<file path="src/rtl/predMaskPkg.sv">
package predMaskPkg;

  typedef enum logic [1:0] {
    MODE_NONE  = 2'b00,
    MODE_TRUE  = 2'b01,
    MODE_FALSE = 2'b10
  } predMode_e;

  // Strobes from control to datapath
  typedef struct packed {
    logic captureMask;
    logic loadBase;
  } dpStrobe_t;

  localparam int OPC_W = 4;
  localparam logic [OPC_W-1:0] OPC_SET_TRUE  = 4'b1101;
  localparam logic [OPC_W-1:0] OPC_SET_FALSE = 4'b1110;
  localparam logic [OPC_W-1:0] OPC_PRED_END  = 4'b1111;

endpackage

</file>
<file path="src/rtl/predMaskCtrl.sv">
module predMaskCtrl
  import predMaskPkg::*;
(
  input  logic                  clk,
  input  logic                  rstN,
  input  logic                  instValid,
  input  logic [OPC_W-1:0]      opCode,
  input  logic                  opHiLsb,
  input  logic                  jumpPoint,
  output dpStrobe_t             dpStrobe,
  output predMode_e             modeQ
);

  logic isSetTrue;
  logic isSetFalse;
  logic isPredEnd;
  predMode_e modeD;

  always_comb begin
    isSetTrue  = instValid && opHiLsb && (opCode == OPC_SET_TRUE);
    isSetFalse = instValid && opHiLsb && (opCode == OPC_SET_FALSE);
    isPredEnd  = instValid && opHiLsb && (opCode == OPC_PRED_END);
  end

  always_comb begin
    modeD = modeQ;
    if (isSetTrue)       modeD = MODE_TRUE;
    else if (isSetFalse) modeD = MODE_FALSE;
    else if (isPredEnd)  modeD = MODE_NONE;
  end

  always_ff @(posedge clk or negedge rstN) begin
    if (!rstN) modeQ <= MODE_NONE;
    else       modeQ <= modeD;
  end

  always_comb begin
    dpStrobe.captureMask = isSetTrue || isSetFalse;
    dpStrobe.loadBase    = instValid && jumpPoint;
  end

endmodule

</file>
<file path="src/rtl/predMaskDatapath.sv">
module predMaskDatapath
  import predMaskPkg::*;
#(
  parameter int FIBERS = 32
) (
  input  logic              clk,
  input  logic              rstN,
  input  dpStrobe_t         dpStrobe,
  input  predMode_e         mode,
  input  logic [FIBERS-1:0] predBits,
  input  logic [FIBERS-1:0] newExecMask,
  output logic [FIBERS-1:0] predMaskQ,
  output logic [FIBERS-1:0] activeMask
);

  localparam logic [FIBERS-1:0] ALL_ONES = {FIBERS{1'b1}};

  logic [FIBERS-1:0] baseMaskQ;

  always_ff @(posedge clk or negedge rstN) begin
    if (!rstN) begin
      predMaskQ <= '0;
      baseMaskQ <= ALL_ONES;
    end else begin
      if (dpStrobe.captureMask) predMaskQ <= predBits;
      if (dpStrobe.loadBase)    baseMaskQ <= newExecMask;
    end
  end

  // Per-fiber gate: pick the predicate term by mode
  for (genvar f = 0; f < FIBERS; f++) begin : g_fiber
    logic gateBit;
    always_comb begin
      unique case (mode)
        MODE_TRUE:  gateBit = predMaskQ[f];
        MODE_FALSE: gateBit = ~predMaskQ[f];
        default:    gateBit = 1'b1;
      endcase
    end
    assign activeMask[f] = baseMaskQ[f] & gateBit;
  end

endmodule

</file>
<file path="src/rtl/predExecMaskCtl.sv">
module predExecMaskCtl
  import predMaskPkg::*;
#(
  parameter int FIBERS = 32
) (
  input  logic              clk,
  input  logic              rstN,
  input  logic              instValid,
  input  logic [3:0]        opCode,
  input  logic              opHiLsb,
  input  logic              jumpPoint,
  input  logic [FIBERS-1:0] predBits,
  input  logic [FIBERS-1:0] newExecMask,
  output logic [FIBERS-1:0] activeMask,
  output logic [1:0]        predMode,
  output logic [FIBERS-1:0] predMask
);

  dpStrobe_t dpStrobe;
  predMode_e modeQ;

  predMaskCtrl ctrl_i (
    .clk       (clk),
    .rstN      (rstN),
    .instValid (instValid),
    .opCode    (opCode),
    .opHiLsb   (opHiLsb),
    .jumpPoint (jumpPoint),
    .dpStrobe  (dpStrobe),
    .modeQ     (modeQ)
  );

  predMaskDatapath #(.FIBERS(FIBERS)) dp_i (
    .clk         (clk),
    .rstN        (rstN),
    .dpStrobe    (dpStrobe),
    .mode        (modeQ),
    .predBits    (predBits),
    .newExecMask (newExecMask),
    .predMaskQ   (predMask),
    .activeMask  (activeMask)
  );

  assign predMode = modeQ;

endmodule

</file>
<file path="config.mk">
export PLATFORM = sky130hd
export DESIGN_NAME = predExecMaskCtl
export DESIGN_NICKNAME = d
export VERILOG_FILES = /design/src/rtl/predMaskPkg.sv /design/src/rtl/predMaskCtrl.sv /design/src/rtl/predMaskDatapath.sv /design/src/rtl/predExecMaskCtl.sv
export SDC_FILE = /design/constraint.sdc
export NUM_CORES = 1
export LEC_CHECK = 0
export BUFFER_PORTS_ARGS = -buffer_cell sky130_fd_sc_hd__buf_2
export CAP_MARGIN = 0
export CORE_ASPECT_RATIO = 1.75
export CORE_MARGIN = 2
export CORE_UTILIZATION = 52
export DETAILED_ROUTE_END_ITERATION = 8
export PLACE_DENSITY = 0.86
export SYNTH_ARGS = -nofsm -noshare
export SYNTH_HDL_FRONTEND = slang
export SYNTH_SLANG_ARGS = --single-unit
</file>
<file path="constraint.sdc">
create_clock -name clk -period 5.1 [get_ports clk]
set_clock_uncertainty 0.2 [all_clocks]
set_input_delay 1.02 -clock clk [delete_from_list [all_inputs] [get_ports clk]]
set_output_delay 1.02 -clock clk [all_outputs]
set_load 0.02 [all_outputs]
</file>
== Word level (Yosys, flattened, before mapping) ==
Cells that the tools add are included.
Word-level totals
  register bits after elaboration: 66
  input bits: 73
  output and inout bits: 66
  logic and storage cells: 114
Cells by class
  eq/ne operators: 5
  muxes and demuxes: 35
  bitwise logic cells: 64
  reduce and logical (&&, ||, !) cells: 7
Operator list (number)
  one-hot mux 1 bit (2 select lines): 32
  AND 1 bit: 32
  NOT 1 bit: 32
  equality test 4 bit (second input constant): 3
  two-way mux 2 bit: 3
  logical AND 1 bit: 5
  nonzero test 3 bit: 1
  equality test 2 x 1 -> 1 bit (second input constant): 1
  equality test 2 bit (second input constant): 1
  logical OR 1 bit: 1

== Depth between registers and ports, before layout ==
  depth in word-level cells: 5
  mapped depth: 5
  depth with buffers taken out: 4

== Cells and area by module ==
A second synthesis with hierarchy kept.
Second synthesis, totals
  cell total of the unflattened synthesis: 223
  area, all modules: 3271.9 µm²
Modules (own cells, without submodules)
  predMaskDatapath: instances 1, cells each 213, area an instance 3166.8 µm², sequential area each 1641.6 µm²
  predMaskCtrl: instances 1, cells each 10, area an instance 105.1 µm², sequential area each 50.0 µm²

== Worst setup path before layout ==
No wires, ideal clock.
  kind: register -> output
  start: register ctrl_i.modeQ[0]
  end: output port activeMask[0]
  arrival: 1.436 ns
  required time: 3.880 ns
  setup slack: 2.444 ns
  stages on the path, launching flop included: 6
  path buffers: 1
  path through: dfrtp_1 inv_1 ha_1 clkbuf_1 mux2_2 o21a_1
Between the ends
  cells in the longest elaborated chain, start to end: 3
  elaborated cells between the ends (all ways): 4
RTL lines
  from (decl): RTL line predMaskCtrl.sv:11  | output predMode_e modeQ
  from (signal assigned): RTL line predMaskCtrl.sv:34  | else modeQ <= modeD;
  equality test 2 bit / equality test 2 x 1 -> 1 bit (equally long branches): RTL line predMaskDatapath.sv:34  | unique case (mode)
  one-hot mux 1 bit (2 select lines) *: RTL line predMaskDatapath.sv:34
  AND 1 bit *: RTL line predMaskDatapath.sv:40  | assign activeMask[f] = baseMaskQ[f] & gateBit;
  to (decl): RTL line predExecMaskCtl.sv:14  | output logic [FIBERS-1:0] activeMask,
Mark *: on every way between the ends. The rest lies on a longest branch, timed or not.

== Worst setup path in the final report ==
  start: register ctrl_i.modeQ[0]
  end: output port activeMask[16]
Same word-level chain as after synthesis.

==> metrics.txt <==
Initial Util=about 54%; DR iter-0 viols=55; RR Endpoint=dp_i.predMaskQ[16]$_DFFE_PN0P_; core area=between 6000 and 7000 um^2; gpl congestion=roughly 0.80; Filler cells=~460; crit path launch type=register; layout cells sized above 1=about four fifths; clock sink total=66; Min Clock Period, post-route=approximately 3500 ps; Fin. Hold Viols=0; row count=38; Max Freq=around 0.29 GHz; Area growth syn-to-layout=28.14%; pwr dens=491.4 nW/um^2; TritonCTS clock tree=yes; Clk Latency, worst-skew pair=roughly 340 ps; critical path fanouts, max=32; Critical Path Source=ctrl_i.modeQ[0]$_DFFE_PN0P_; Max-slew headroom=30.63%; WL per Instance=between 15 and 20 um; FF+latch count, synth=66; worst r2r path cells=1; # setup viols final=0; actual slew at the worst max-slew pin=approximately 1000 ps; first-pass GRT wire length=around 12 mm; CP arrival=approximately 2300 ps; DR vias/cell=about 5.2; Mean Syn Cell Area=15.00 um^2; cts hold-fix bufs=0; Die Area=between 7000 and 8000 um^2; gr ovfl total=0; RSZ-0062 raised after global routing=no; final instance area=between 4000 and 5000 um^2; CP endpoint kind=output pin; post-CTS setup buffer count=0; CTS clk-pin slew, worst paths=around 70 ps; WS Path Type=register to output pin; Cell variety after synth=16; die width=64.50 um; CTS resizes=0; Layout Nets=about 430; PortBufs=~140; drt first pass iters=4; YS warnings=0; antenna violations before repair=0; period utilization=68.37%; synthesized area=~3300 um^2; non-filler instance count after layout=roughly 440; worst setup margin=around 1600 ps; # placed instances=426; worst r2r src=dp_i.predMaskQ[16]$_DFFE_PN0P_; required time of the critical path=just under 4000 ps; Worst Hold Class=register to register; vias in the first global route=2,450; syn_nets=297; TNS Setup=0 ps; number of diodes=0; status=completed; TritonCTS buffer count=9; CTS max path bufs=2; worst slack at placement=slightly below 2000 ps; DR vias=between 2,000 and 2,500; DRC=0; R2R Setup Slk=4080 ps; Peak VDD IR=~0.00032 V; Die H=around 110 um; # IOs=approximately 140; pin count of the biggest net entering global routing=37; routed wire length=7.430 mm; placed cell area=4016 um^2; Post-Syn Instances=222; detailed-placement wirelength estimate=about 5.3 mm; sequential area share after synthesis=50.79%; number of max-cap violations=0; CTS root buffer=clkbuf_8; Final Max Slew Viols=0; Leak Pwr=around 0.0021 uW; final antenna-violating net count=0; total track usage=22.04%; Setup crit end=activeMask[16]; CTS H-tree depth=3
[how the worst min path moves through the flow]
stage / start / endpoint / slack (ps) / cells after the start
after floorplan: dp_i.baseMaskQ[0]$_DFFE_PN1P_ / dp_i.baseMaskQ[0]$_DFFE_PN1P_ / 400 / 1
after global routing: dp_i.predMaskQ[23]$_DFFE_PN0P_ / dp_i.predMaskQ[23]$_DFFE_PN0P_ / 370 / 1
after CTS: dp_i.predMaskQ[20]$_DFFE_PN0P_ / dp_i.predMaskQ[20]$_DFFE_PN0P_ / 340 / 1
after global placement: dp_i.predMaskQ[22]$_DFFE_PN0P_ / dp_i.predMaskQ[22]$_DFFE_PN0P_ / 320 / 1
final: dp_i.predMaskQ[20]$_DFFE_PN0P_ / dp_i.predMaskQ[20]$_DFFE_PN0P_ / 340 / 1
after detailed placement: dp_i.predMaskQ[27]$_DFFE_PN0P_ / dp_i.predMaskQ[27]$_DFFE_PN0P_ / 320 / 1
[registers in the layout, summed over array words and instances (netlist names)]
register        flops
ctrl_i.modeQ        2
dp_i.predMaskQ     32
dp_i.baseMaskQ     32
[worst max-delay path, cell delays in order, from the launching register on]
cell and delay [ps]:
dfrtp_1 410, inv_1 80, ha_1 830, mux2_2 310
o21a_1 130, buf_2 170
[cell usage in the layout, fill, tap and decap left out, drive strengths merged]
master    n
clkbuf   11
ha        2
dfrtp    34
and4      1
and2      1
xor2      1
bufinv    3
o21a     32
a21oi     4
inv       2
buf     140
mux2     96
clkinv    2
dfstp    32
nand2     1
[through the flow]
stage                     util (%)  hold slack, ps  total power [uW]
after global routing         69.05           370.6              2199
final                        69.05           339.5              2097
after CTS                    69.05           343.3              2114
after floorplan                  -           404.5              1312
after global placement       64.98           323.7              1547
after detailed placement     64.98           324.2              1566
[layout make-up]
| cell class | instances | area (um^2) | share of cell area, % |
|---|---|---|---|
| well taps | 80 | 100.1 | 2.345 |
| repair buffers | 140 | 705.7 | 16.53 |
| inverters | 2 | 7.507 | 0.1759 |
| clock buffers | 11 | 151.4 | 3.547 |
| clock inverters | 5 | 100.1 | 2.345 |
| multi-input cells | 138 | 1511 | 35.41 |
| flip-flops and latches | 66 | 1692 | 39.64 |
[layer usage]
metal / vias to the layer above / routed length, um / GRT usage (%) / share of wire [%]
met4: 0 / 139 / 10.33 / 1.9
met3: 11 / 365 / 5.220 / 4.9
li1: 1069 / - / - / -
met1: 1139 / 2785 / 23.85 / 37
met2: 89 / 4140 / 40.10 / 56
met5: - / 0 / 0 / 0
[synth_stat cells (all sizes together)]
cell	n	area share [%]
a21oi	4	0.60
and2	1	0.26
and4	1	0.34
buf	7	2.6
clkbuf	9	1.0
dfrtp	34	26
dfstp	32	25
ha	2	0.75
inv	2	0.23
mux2	96	36
nand2	1	0.11
o21a	32	7.2
xor2	1	0.26
[report_power, final]
group	leakage (uW)	switching, uW	internal, uW
Clock	0.000129	194	350
Sequential	0.000753	86.9	662
Combinational	0.00120	425	381
[cell families after synthesis]
logic type | count (synthesis) | share of synthesized area (%)
DFF | 66 | 50.79
adders and majority gates | 2 | 0.7512
buffers and inverters | 18 | 3.832
AOI/OAI and AO/OA | 36 | 7.814
and+or+nand+nor | 3 | 0.7137
xor gates and xnor gates | 1 | 0.2630
muxes | 96 | 35.84
Power figures use the tool's default switching activity.
